===== config.mk =====
export PLATFORM = sky130hd
export DESIGN_NAME = bytebus_slave
export DESIGN_NICKNAME = d
export VERILOG_FILES = /design/src/rtl/bytebus_pkg.sv /design/src/rtl/bytebus_sync.sv /design/src/rtl/bytebus_rx_asm.sv /design/src/rtl/bytebus_tx_sel.sv /design/src/rtl/bytebus_slave.sv
export SDC_FILE = /design/constraint.sdc
export NUM_CORES = 1
export LEC_CHECK = 0
export BUFFER_PORTS_ARGS = -buffer_cell sky130_fd_sc_hd__buf_2
export CORE_AREA = 2 2 108 110
export DETAILED_ROUTE_END_ITERATION = 10
export DIE_AREA = 0 0 110 112
export PLACE_DENSITY_LB_ADDON = 0.25
export SETUP_SLACK_MARGIN = 0.4
export SYNTH_ARGS = -nofsm -noshare
export SYNTH_HDL_FRONTEND = slang
export SYNTH_HIERARCHICAL = 1
export SYNTH_SLANG_ARGS = --single-unit

===== constraint.sdc =====
create_clock -name clk -period 2.85 [get_ports clk]
set_clock_uncertainty 0.15 [all_clocks]
set_input_delay 0.4275 -clock clk [delete_from_list [all_inputs] [get_ports clk]]
set_output_delay 0.4275 -clock clk [all_outputs]
set_load 0.005 [all_outputs]

===== src/rtl/bytebus_pkg.sv =====
package bytebus_pkg;

   typedef enum logic [2:0] {
      ST_IDLE,
      ST_RX_HI,
      ST_RX_LO,
      ST_EXEC,
      ST_TX_PUT,
      ST_TX_HI,
      ST_TX_LO,
      ST_DONE
   } bb_state_t;

   localparam logic [7:0] OP_WRITE = 8'h00;
   localparam logic [7:0] OP_READ  = 8'h01;

   localparam logic [7:0] STAT_OK      = 8'h00;
   localparam logic [7:0] STAT_BAD_OP  = 8'h01;

endpackage


===== src/rtl/bytebus_sync.sv =====
module bytebus_sync #(
   parameter int W      = 3,
   parameter int STAGES = 2
) (
   input  logic         clk,
   input  logic         rst_n,
   input  logic [W-1:0] d,
   output logic [W-1:0] q
);

   logic [W-1:0] pipe [STAGES];

   always_ff @(posedge clk or negedge rst_n) begin
      if (!rst_n) begin
         for (int i = 0; i < STAGES; i++) pipe[i] <= '0;
      end else begin
         pipe[0] <= d;
         for (int i = 1; i < STAGES; i++) pipe[i] <= pipe[i-1];
      end
   end

   assign q = pipe[STAGES-1];

endmodule


===== src/rtl/bytebus_rx_asm.sv =====
module bytebus_rx_asm #(
   parameter int BUS_W  = 8,
   parameter int ADDR_W = 8,
   parameter int DATA_W = 32
) (
   input  logic              clk,
   input  logic              rst_n,
   input  logic              clr,
   input  logic              load,
   input  logic [BUS_W-1:0]  byte_in,
   output logic [BUS_W-1:0]  pkt_op,
   output logic [ADDR_W-1:0] pkt_addr,
   output logic [DATA_W-1:0] pkt_data
);

   localparam int IN_BYTES = 2 + DATA_W / BUS_W;
   localparam int SR_W     = IN_BYTES * BUS_W;

   logic [SR_W-1:0] sr;

   // lowest byte arrives first, so new bytes enter at the top
   always_ff @(posedge clk or negedge rst_n) begin
      if (!rst_n)    sr <= '0;
      else if (clr)  sr <= '0;
      else if (load) sr <= {byte_in, sr[SR_W-1:BUS_W]};
   end

   assign pkt_op   = sr[BUS_W-1:0];
   assign pkt_addr = sr[BUS_W +: ADDR_W];
   assign pkt_data = sr[2*BUS_W +: DATA_W];

   generate
      if (ADDR_W < BUS_W) begin : g_addr_pad
         logic unused_addr_bits;
         assign unused_addr_bits = ^sr[BUS_W+ADDR_W +: BUS_W-ADDR_W];
      end
   endgenerate

endmodule


===== src/rtl/bytebus_tx_sel.sv =====
module bytebus_tx_sel #(
   parameter int BUS_W  = 8,
   parameter int DATA_W = 32,
   parameter int IDX_W  = 3
) (
   input  logic [DATA_W-1:0] word_lo,
   input  logic [DATA_W-1:0] word_hi,
   input  logic [IDX_W-1:0]  idx,
   output logic [BUS_W-1:0]  byte_out
);

   localparam int OUT_BYTES = 2 * DATA_W / BUS_W;

   logic [2*DATA_W-1:0] pkt;
   logic [BUS_W-1:0]    lanes [OUT_BYTES];

   assign pkt = {word_hi, word_lo};

   for (genvar g = 0; g < OUT_BYTES; g++) begin : g_lane
      assign lanes[g] = pkt[g*BUS_W +: BUS_W];
   end

   always_comb begin
      byte_out = '0;
      for (int i = 0; i < OUT_BYTES; i++)
         if (idx == IDX_W'(i)) byte_out = lanes[i];
   end

endmodule


===== src/rtl/bytebus_slave.sv =====
module bytebus_slave
   import bytebus_pkg::*;
#(
   parameter int BUS_W       = 8,
   parameter int ADDR_W      = 8,
   parameter int DATA_W      = 32,
   parameter int SYNC_STAGES = 2,
   parameter int RST_STAGES  = 2
) (
   input  logic              clk,
   input  logic              host_rst_n,
   input  logic              host_start,
   input  logic              host_rw,
   input  logic              host_req,
   input  logic [BUS_W-1:0]  bus_in,
   output logic [BUS_W-1:0]  bus_out,
   output logic              bus_oe,
   output logic              reply,
   output logic              ack,
   output logic              reg_wr_en,
   output logic              reg_rd_en,
   output logic [ADDR_W-1:0] reg_addr,
   output logic [DATA_W-1:0] reg_wdata,
   input  logic [DATA_W-1:0] reg_rdata
);

   localparam int WORD_BYTES = DATA_W / BUS_W;
   localparam int IN_BYTES   = 2 + WORD_BYTES;
   localparam int OUT_BYTES  = 2 * WORD_BYTES;
   localparam int MAX_BYTES  = (IN_BYTES > OUT_BYTES) ? IN_BYTES : OUT_BYTES;
   localparam int CNT_W      = $clog2(MAX_BYTES + 1);
   localparam int IDX_W      = $clog2(OUT_BYTES);

   generate
      if (BUS_W < 8)              begin : g_chk_bus  $error("BUS_W must hold an opcode byte"); end
      if (DATA_W % BUS_W != 0)    begin : g_chk_div  $error("DATA_W must be a multiple of BUS_W"); end
      if (WORD_BYTES < 1)         begin : g_chk_word $error("DATA_W must be at least BUS_W"); end
      if (ADDR_W > BUS_W)         begin : g_chk_addr $error("ADDR_W must fit in one bus byte"); end
      if (SYNC_STAGES < 2)        begin : g_chk_sync $error("SYNC_STAGES must be at least 2"); end
      if (RST_STAGES < 2)         begin : g_chk_rst  $error("RST_STAGES must be at least 2"); end
   endgenerate

   // reset: asserted at once, released on the clock
   logic [RST_STAGES-1:0] rst_pipe;
   logic                  rst_n_s;

   always_ff @(posedge clk or negedge host_rst_n) begin
      if (!host_rst_n) rst_pipe <= '0;
      else             rst_pipe <= {rst_pipe[RST_STAGES-2:0], 1'b1};
   end
   assign rst_n_s = rst_pipe[RST_STAGES-1];

   // control line synchronisers
   logic start_s, rw_s, req_s;

   bytebus_sync #(.W(3), .STAGES(SYNC_STAGES)) i_sync (
      .clk   (clk),
      .rst_n (rst_n_s),
      .d     ({host_start, host_rw, host_req}),
      .q     ({start_s, rw_s, req_s})
   );

   bb_state_t           state;
   logic [CNT_W-1:0]    cnt;
   logic [DATA_W-1:0]   ans_data, ans_stat;
   logic [BUS_W-1:0]    pkt_op;
   logic [ADDR_W-1:0]   pkt_addr;
   logic [DATA_W-1:0]   pkt_data;
   logic                rx_clr, rx_load;
   logic                op_wr, op_rd;

   assign rx_clr  = (state == ST_IDLE) && start_s;
   assign rx_load = (state == ST_RX_HI) && req_s && !rw_s;

   bytebus_rx_asm #(.BUS_W(BUS_W), .ADDR_W(ADDR_W), .DATA_W(DATA_W)) i_rx (
      .clk      (clk),
      .rst_n    (rst_n_s),
      .clr      (rx_clr),
      .load     (rx_load),
      .byte_in  (bus_in),
      .pkt_op   (pkt_op),
      .pkt_addr (pkt_addr),
      .pkt_data (pkt_data)
   );

   bytebus_tx_sel #(.BUS_W(BUS_W), .DATA_W(DATA_W), .IDX_W(IDX_W)) i_tx (
      .word_lo  (ans_data),
      .word_hi  (ans_stat),
      .idx      (cnt[IDX_W-1:0]),
      .byte_out (bus_out)
   );

   assign op_wr     = (pkt_op == BUS_W'(OP_WRITE));
   assign op_rd     = (pkt_op == BUS_W'(OP_READ));
   assign reg_wr_en = (state == ST_EXEC) && op_wr;
   assign reg_rd_en = (state == ST_EXEC) && op_rd;
   assign reg_addr  = pkt_addr;
   assign reg_wdata = pkt_data;

   assign bus_oe = rw_s && ((state == ST_TX_PUT) || (state == ST_TX_HI) || (state == ST_TX_LO));

   always_ff @(posedge clk or negedge rst_n_s) begin
      if (!rst_n_s) begin
         state    <= ST_IDLE;
         cnt      <= '0;
         reply    <= 1'b0;
         ack      <= 1'b0;
         ans_data <= '0;
         ans_stat <= '0;
      end else begin
         case (state)
            ST_IDLE: begin
               if (start_s) begin
                  ack   <= 1'b1;
                  cnt   <= '0;
                  state <= ST_RX_HI;
               end
            end
            ST_RX_HI: begin
               if (req_s && !rw_s) begin
                  reply <= 1'b1;
                  state <= ST_RX_LO;
               end
            end
            ST_RX_LO: begin
               if (!req_s) begin
                  reply <= 1'b0;
                  if (cnt == CNT_W'(IN_BYTES - 1)) begin
                     cnt   <= '0;
                     state <= ST_EXEC;
                  end else begin
                     cnt   <= cnt + 1'b1;
                     state <= ST_RX_HI;
                  end
               end
            end
            ST_EXEC: begin
               if (op_wr) begin
                  ans_data <= '0;
                  ans_stat <= DATA_W'(STAT_OK);
               end else if (op_rd) begin
                  ans_data <= reg_rdata;
                  ans_stat <= DATA_W'(STAT_OK);
               end else begin
                  ans_data <= '0;
                  ans_stat <= DATA_W'(STAT_BAD_OP);
               end
               state <= ST_TX_PUT;
            end
            ST_TX_PUT: begin
               if (rw_s && !req_s) begin
                  reply <= 1'b1;
                  state <= ST_TX_HI;
               end
            end
            ST_TX_HI: begin
               if (req_s) begin
                  reply <= 1'b0;
                  state <= ST_TX_LO;
               end
            end
            ST_TX_LO: begin
               if (!req_s) begin
                  if (cnt == CNT_W'(OUT_BYTES - 1)) begin
                     cnt   <= '0;
                     ack   <= 1'b0;
                     state <= ST_DONE;
                  end else begin
                     cnt   <= cnt + 1'b1;
                     state <= ST_TX_PUT;
                  end
               end
            end
            ST_DONE: begin
               if (!start_s) state <= ST_IDLE;
            end
            default: state <= ST_IDLE;
         endcase
      end
   end

   // ack only rises when leaving idle
   assert_ack_from_idle_R2: assert property (@(posedge clk) disable iff (!rst_n_s)
      $rose(ack) |-> ($past(state) == ST_IDLE));

   // an inbound reply rise follows a seen request
   assert_rx_reply_rise_R3: assert property (@(posedge clk) disable iff (!rst_n_s)
      ($rose(reply) && (state == ST_RX_LO)) |-> $past(req_s));

   // strobes are exclusive single-cycle pulses
   assert_strobe_excl_R4: assert property (@(posedge clk) disable iff (!rst_n_s)
      !(reg_wr_en && reg_rd_en));
   assert_strobe_pulse_R5: assert property (@(posedge clk) disable iff (!rst_n_s)
      (reg_wr_en || reg_rd_en) |=> !(reg_wr_en || reg_rd_en));

   // byte counter stays within the packet length
   assert_cnt_bound_R7: assert property (@(posedge clk) disable iff (!rst_n_s)
      cnt < CNT_W'(MAX_BYTES));

   // the pad is driven only inside a transaction
   assert_oe_in_txn_R8: assert property (@(posedge clk) disable iff (!rst_n_s)
      bus_oe |-> ack);

   // ack falls only after the last answer handshake
   assert_ack_fall_R9: assert property (@(posedge clk) disable iff (!rst_n_s)
      $fell(ack) |-> (state == ST_DONE) && !reply);

endmodule


**Yosys cells after proc, flatten, opt, wreduce, memory -nomap -nowiden**

Index checks and enable logic that the tools add are counted.

- Shift operators: 0
- Divide/modulo/power cells: 0
- Magnitude comparators: 0
- Reductions and logical operators: 23
- Multiply operators: 0
- Multiplexer cells: 39
- Add/subtract/negate cells: 1
- Bitwise operators: 0
- Equality and inequality tests: 25

Operators by type and width:

| cell | count |
|---|---|
| 48-bit 2-to-1 mux | 2 |
| 32-bit 2-to-1 mux | 2 |
| 8-bit 2-to-1 mux | 8 |
| 3-bit equality test (second input constant) | 8 |
| 3-bit one-hot mux with 8 select lines | 1 |
| 3-bit 2-to-1 mux | 7 |
| 4-bit 2-to-1 mux | 5 |
| 3-bit by 2-bit equality test with 1-bit output (second input constant) | 4 |
| 4-bit one-hot mux with 3 select lines | 1 |
| 2-bit by 1-bit != test with 1-bit output (second input constant) | 5 |
| 1-bit 2-to-1 mux | 9 |
| 4-bit by 3-bit equality test with 1-bit output (second input constant) | 2 |
| 8-bit by 1-bit equality test with 1-bit output (second input constant) | 1 |
| 1-bit logical AND | 8 |
| 8-bit zero test | 1 |
| 4-bit AND reduction | 2 |
| 7-bit AND reduction | 1 |
| 3-bit by 1-bit equality test with 1-bit output (second input constant) | 2 |
| 3-bit zero test | 2 |
| 2-bit != test (second input constant) | 3 |
| 5-bit AND reduction | 1 |
| 4-bit by 1-bit adder with 4-bit output (second input constant) | 1 |
| 2-bit 2-to-1 mux | 2 |
| 1-bit one-hot mux with 4 select lines | 1 |
| 6 further kinds | 9 |

- Memories: 0
- Logic and storage cells: 98
- Bits in latches: 0
- Memory bits (writable): 0
- Memory bits (read-only): 0
- Bits in registers: 129
- Input bits: 45
- Output and inout bits: 53

**Logic depth before layout (Yosys ltp)**

Gate-level depths: netlist of run 1.

- Word-level depth: 9
- Mapped depth: 8
- Mapped depth without buffers: 6

**Cells and area by module**

The synthesis of run 1 kept the hierarchy.

Modules (own cells, without submodules):

| module | seq. area each (µm²) | times used | cells an instance | area an instance (µm²) |
|---|---|---|---|---|
| bytebus_slave | 1101.1 | 1 | 223 | 2009.4 |
| bytebus_rx_asm | 1201.2 | 1 | 155 | 1969.4 |
| bytebus_tx_sel | 0.0 | 1 | 29 | 550.5 |
| bytebus_sync | 150.1 | 1 | 9 | 172.7 |

**Worst setup path before layout of run 1**

OpenSTA, ideal clock, no wires.

- Kind: register to output
- Start point: reg state[1]
- End point: out reg_wr_en
- Path buffers: 2
- Data required time: 2.273 ns
- Cell stages (with the launch flop): 7
- Data arrival time: 1.646 ns
- Path slack: 0.626 ns
- Cells stage by stage: dfrtp_1 -> buf_2 -> inv_2 -> nor3b_1 -> clkbuf_1 -> nand2_1 -> nor2_1

- Cells in the longest elaborated chain, start to end: 2

RTL lines:

| element | RTL line | RTL |
|---|---|---|
| start: declaration | bytebus_slave.sv:63 | `bb_state_t state;` |
| start signal: assignment | bytebus_slave.sv:104 | `state <= ST_IDLE;` |
| start signal: assignment | bytebus_slave.sv:116 | `state <= ST_RX_HI;` |
| start signal: assignment | bytebus_slave.sv:122 | `state <= ST_RX_LO;` |
| 3-bit by 2-bit equality test with 1-bit output | bytebus_slave.sv:95 | `assign reg_wr_en = (state == ST_EXEC) && op_wr;` |
| 1-bit logical AND | bytebus_slave.sv:95 |  |
| end: declaration | bytebus_slave.sv:20 | `output logic reg_wr_en,` |

No other way between the ends.

**Worst setup path after layout of run 1**

- Start point: reg cnt[0]
- End point: out bus_out[3]

- Cells in the longest elaborated chain, start to end: 9
- Elaborated cells on any way between the ends: 16
- Classes of those cells: 7 x eq/ne; 8 x mux; 1 x reduce/logical

RTL lines:

| element | RTL line | RTL |
|---|---|---|
| start: declaration | bytebus_slave.sv:64 | `logic [CNT_W-1:0] cnt;` |
| start signal: assignment | bytebus_slave.sv:132 | `cnt <= cnt + 1'b1;` |
| start signal: assignment | bytebus_slave.sv:169 | `cnt <= cnt + 1'b1;` |
| 3-bit zero test | bytebus_tx_sel.sv:26 | `if (idx == IDX_W'(i)) byte_out = lanes[i];` |
| 8-bit 2-to-1 mux (7 in series) | bytebus_tx_sel.sv:26 |  |
| 8-bit 2-to-1 mux (*) | bytebus_tx_sel.sv:26 |  |
| end: declaration | bytebus_slave.sv:16 | `output logic [BUS_W-1:0] bus_out,` |

Every way passes the cells marked *; elsewhere a longest branch is shown, timed or not.

==> impl_metrics.yaml, run 1 <==
status:
  status: "complete, no violations"
placed_design:
  gp_congestion: 0.783
  pre_cts_ws_ps: 384
  portBuffers: 97
  dp_hpwl_microns: 6960
worst_setup_path:
  cp-start-kind: "flip-flop"
  max_stage_delay_ps: 550
  worst-setup-path-type: "reg2out"
  critical_path_required_ps: 2270
  cp_max_fo: 5
  reg2reg_depth: 7
  crit_chain: "buf_12 -> mux4_1 -> mux2_2 -> buf_2"
  startpoint: "cnt[0]"
  end_kind: "primary output"
  reg2reg_from: "cnt[0]"
  cp_slowest_cell: "mux4_1"
  cp.arrival_ps: 1890
power:
  power_frac_clock: 0.328
  pwr-share-seq: 0.455
  p_leak_uw: 0.00274
  combPwrFrac: 0.217
  total_power_uw: 3720
  p_sw_frac: 0.287
  max-vdd-ir-drop_uv: 470
  intPower_uw: 2650
  switchingPower_uw: 1070
  pwr_density_cell_mw_per_mm2: 645
worst_hold_path:
  hold_depth: 1
  hold_class: "in2reg"
  hold_start: "host_req"
sta:
  worst_pin_slew_ps: 561
  min_period_over_period: 0.868
  slew_headroom: 0.626
  fmax_mhz: 404
  hold_viol_final: 0
  tns_ps: 0
  grt_setup_unrepaired: "yes"
  timing.final.ws_setup_ps: 378
  maxSlewViolCount: 0
  fin_crit_ps: 2470
  setup_viol: 0
cells_and_area:
  post_route_cells_drive_above_1_share: 0.289
  area_growth_pct: 22.5
  antenna_cells: 0
  nNetsFinal: 581
  nFillCells: 1028
logic_synthesis:
  syn_avg_cell_area_sq_um: 11.3
  ys_types: 44
  syn_inst: 416
  synth_area_leaders: "dfrtp_1 (52%), mux2i_1 (10%), mux4_1 (8.4%)"
  yosys.area.top_type: "dfrtp_1"
  synthFlopType: "dfrtp_1"
  synth_edf_count: 0
  yosysMostFrequentCell: "dfrtp_1"
  synthArstFlopShare: 1.00
  synth_area_sq_mm: 0.00470
  ys_seq_area_frac: 0.522
  synthTopCellsByCount: "dfrtp_1 (98), nand2_1 (69), nor2_1 (54)"
  yosysTopAreaCellShare: 0.522
  yosys_warnings: 6
  ys_seq_elements: 98
route:
  drt_iter0_drc: 186
  first_pass_iters: 4
  routed_wl_microns: 10300
  ant_nets: 0
  viasPerCell: 5.00
  drc: 0
  wl_per_cell_microns: 15.1
  dr_total_vias: 3407
global_routing:
  antenna_found_initial: 0
  grt_pass1_vias: 3358
  grt_max_degree: 71
  grt_pass1_wl_microns: 16500
  grt_overflow: 0
  grtUsageTotal: 0.174
clock_network:
  numCtsBuffers: 9
  cts-root-buf: "clkbuf_16"
  clock_sinks: 98
  cts_tree: "yes"
  clk_path_buf_depth: 2
  clk_latency_ps: 330
  path_clk_slew_ps: 60
  htree_num_levels: 3
floorplanning:
  die_w_microns: 110
  die_y_microns: 112
  start_util: 0.421
  dieArea_sq_mm: 0.0123
  io_pins: 98
  coreArea_sq_mm: 0.0112
  rows: 39
flow_run:
  cap_viol_max_count: 0
-- state kept, by name, summed over array words and instances, names as in the netlist, 2 cells and up --
register     count
i_sync/pipe      3
i_sync/q         3
cnt              4
ans_data        32
state            3
i_rx/sr         48
rst_pipe         2
-- critical path: cells and delay by family (launching register included) --
| family | cells | cell delay, ps |
|---|---|---|
| mux | 2 | 840 |
| buf+inv | 2 | 260 |
| flops | 1 | 470 |
-- layer usage --
metal / part of all wire / vias up / GRT usage
met1: 0.44 / 1662 / 0.233
met4: 0.0090 / 0 / 0.0624
li1: - / 1639 / -
met3: 0.067 / 6 / 0.0527
met5: 0 / - / 0
met2: 0.49 / 100 / 0.267
-- final timing paths --
| check | end | slack (ps) |
|---|---|---|
| setup reg to reg | cnt[3] | 560 |
| min in group asynchronous | state[1] | 100 |
| setup / recovery | bus_out[3] | 380 |
| hold reg to reg | state[1] | 100 |
| max in group asynchronous | cnt[0] | 1740 |
| hold / removal | i_sync/pipe[3] | 50 |
-- through the flow --
| step | hold WS [ps] | instance area [sq um] | instances | util |
|---|---|---|---|---|
| 6_report | 48.1 | 5760 | 682 | 0.516 |
| 5_1_grt | 30.9 | 5760 | 682 | 0.516 |
| 4_1_cts | 25.0 | 5720 | 680 | 0.512 |
| 3_5_place_dp | 64.9 | 5350 | 661 | 0.479 |
| 3_3_place_gp | 62.5 | 5350 | 661 | 0.479 |
| 2_1_floorplan | -18.1 | 4820 | 446 | - |
-- power groups by stage --
stage	combinational, uW	clock, uW	sequential [uW]
2_1_floorplan	579	0	1660
3_3_place_gp	695	0	1730
3_5_place_dp	713	0	1730
4_1_cts	781	1270	1690
5_1_grt	896	1320	1720
6_report	808	1220	1690
-- cell families after synthesis --
| group | share of synthesized area |
|---|---|
| mux | 0.212 |
| fa+ha+maj | 0.00532 |
| other cells | 0.00160 |
| simple gates | 0.137 |
| compound gates | 0.0689 |
| flops | 0.522 |
| buf+inv | 0.0532 |
-- placed cells by master (no fill, tap or decap), types with 2 or more instances in the layout --
cell and count:
conb_1 32, a21oi_1 6, clkbuf_16 10, o31ai_1 2
nand2b_1 4, dfrtp_1 95, nor2_1 53, buf_12 3
o21ai_1 36, mux4_1 5, dfrtp_4 2, mux4_2 11
nor3b_1 3, nand3_1 2, clkbuf_8 2, inv_1 3
a31oi_1 2, ha_1 2, and3_1 4, buf_6 4
mux2_2 4, clkinvlp_4 2, nor4bb_1 2, mux2i_1 49
mux2_4 4, buf_2 93, nand2_1 69, buf_4 7
-- layout make-up --
| type | count | area [sq um] | share of cell area |
|---|---|---|---|
| clock buffers | 12 | 256 | 0.0445 |
| clock inverters | 4 | 50.0 | 0.00869 |
| inverters | 4 | 15.0 | 0.00261 |
| multi-input cells | 311 | 2130 | 0.369 |
| flip-flops and latches | 98 | 2460 | 0.427 |
| well taps | 143 | 179 | 0.0311 |
| repair buffers | 110 | 673 | 0.117 |
-- what timing repair did --
action | 4_1_cts | 5_1_grt
setup endpoints to repair | 10 | 9
hold endpoints to repair | 2 | 0
buffers inserted | 2 | 1
cloned | 0 | 1
hold buffers | 1 | 0
gates resized for setup | 8 | 19
Power figures use the tool's default switching activity.
==> run 2: changes to the inputs <==
SETUP_SLACK_MARGIN = 0.05   (was 0.4)
==> impl_metrics.yaml, run 2 (synthesis results as in run 1) <==
cells_and_area:
  nFillCells: 1035
  post_route_cells_drive_above_1_share: 0.258
  antenna_cells: 0
  final_cell_mix: "buf_2 (97), dfrtp_1 (96), nand2_1 (69), nor2_1 (54), mux2i_1 (49)"
  mostFrequentLayoutCell: "buf_2"
  multi_input_area_sq_mm: 0.00213
  seq_area_sq_mm: 0.00246
  top_regs: "i_rx/sr (48), ans_data (32), cnt (4)"
  nNetsFinal: 577
  area_growth_pct: 20.5
  largest_register_ffs: 48
  regMostFlops: "i_rx/sr"
sta:
  fmax_mhz: 386
  timing.final.ws_setup_ps: 262
  hold_ws_ps: 44.2
  grt_setup_unrepaired: "no"
  slew_headroom: 0.508
  setup_viol: 0
  maxSlewViolCount: 0
  min_period_over_period: 0.908
  hold_viol_final: 0
  tns_ps: 0
  fin_crit_ps: 2590
  worst_pin_slew_ps: 738
worst_setup_path:
  reg2reg_from: "state[1]"
  rr_endpoint: "cnt[3]"
  end_kind: "primary output"
  cp_max_fo: 3
  cp_slowest_cell: "or4_1"
  crit_chain: "or4_1 -> nor4_1 -> nand2_1 -> nor2_1 -> buf_2"
  critical_path_required_ps: 2270
  max_stage_delay_ps: 520
  worst-setup-path-type: "reg2out"
  reg2reg_depth: 4
  cp-start-kind: "flip-flop"
  rrSetupSlack_ps: 590
  cp.arrival_ps: 2010
floorplanning:
  coreArea_sq_mm: 0.0112
  io_pins: 98
  start_util: 0.421
  die_w_microns: 110
  rows: 39
  dieArea_sq_mm: 0.0123
  die_y_microns: 112
route:
  routed_wl_microns: 10000
  viasPerCell: 5.00
  wl_per_cell_microns: 14.8
  first_pass_iters: 4
  drc: 0
  dr_total_vias: 3392
  ant_nets: 0
  drt_iter0_drc: 185
clock_network:
  htree_num_levels: 3
  path_clk_slew_ps: 60
  cts_tree: "yes"
  clk_path_buf_depth: 2
  cts_setup_buffers: 0
  clock_sinks: 98
  clk_latency_ps: 340
  numCtsBuffers: 9
  cts-root-buf: "clkbuf_16"
worst_hold_path:
  hold_class: "in2reg"
  hold_depth: 1
  holdPathEnd: "i_sync/pipe[3]"
  hold_start: "host_req"
placed_design:
  portBuffers: 97
  gp_congestion: 0.783
  dp_hpwl_microns: 6960
  pre_cts_ws_ps: 384
power:
  p_leak_uw: 0.00276
  combPwrFrac: 0.195
  switchingPower_uw: 1050
  power_frac_clock: 0.336
  pwr-share-seq: 0.469
  intPower_uw: 2590
  p_sw_frac: 0.289
  pwr_density_cell_mw_per_mm2: 643
  max-vdd-ir-drop_uv: 473
global_routing:
  antenna_found_initial: 0
  grt_pass1_vias: 3333
  grt_pass1_wl_microns: 16400
  grt_overflow: 0
  grt_max_degree: 71
  grtUsageTotal: 0.172
flow_run:
  cap_viol_max_count: 0
status:
  status: "complete, no violations"
==> run 2: changes by cell type in the layout (fill, tap and decap cells not counted), sizes merged <==
cell    delta
buf        -3
clkbuf     -1
==> run 2: final cells by class <==
cell class | count | area share
clock buffers | 12 | 0.0453
clock inverters | 4 | 0.00883
inverters | 4 | 0.00265
multi-input cells | 311 | 0.376
flip-flops and latches | 98 | 0.434
well taps | 143 | 0.0316
repair buffers | 106 | 0.102
==> run 2: through the flow <==
step                power (uW)  cell area [sq um]   util  std cells
floorplan                 2230               4820      -        446
global placement          2420               5350  0.479        661
detailed placement        2450               5350  0.479        661
CTS                       3690               5670  0.507        678
global route              3850               5670  0.507        678
finish                    3650               5670  0.507        678
==> run 2: timing repair <==
action / in CTS / in global routing
gates resized for setup: 1 / 0
hold buffers: 1 / 0
setup endpoints to repair: 8 / 0
hold endpoints to repair: 2 / 0
==> run 2: worst max-delay path by stage <==
stage                    start    endpoint  slack, ps
finish              i_rx/sr[7]   reg_wr_en        260
global route        i_rx/sr[7]   reg_wr_en         60
CTS                 i_rx/sr[6]   reg_wr_en        240
detailed placement      cnt[0]  bus_out[3]        380
global placement        cnt[0]  bus_out[3]        450
floorplan             state[1]   reg_wr_en        630
==> run 2: power groups by stage <==
| stage | Combinational (uW) | Sequential [uW] | Clock [uW] |
|---|---|---|---|
| floorplan | 579 | 1660 | 0 |
| global placement | 695 | 1730 | 0 |
| detailed placement | 713 | 1730 | 0 |
| CTS | 715 | 1710 | 1270 |
| global route | 788 | 1740 | 1320 |
| finish | 710 | 1710 | 1230 |
==> run 2: worst max-delay path: cells and delay by family (launching register included) <==
family / cells / cell delay [ps]
AND/OR/NAND/NOR: 4 / 1160
flip-flops: 1 / 370
buffers and inverters: 1 / 140
==> run 2: layer usage <==
layer	track usage	vias to the layer above	routed length [microns]
met5	0	-	0
li1	-	1645	-
met2	0.260	87	4660
met4	0.0624	0	162
met3	0.0527	12	615
met1	0.234	1648	4610
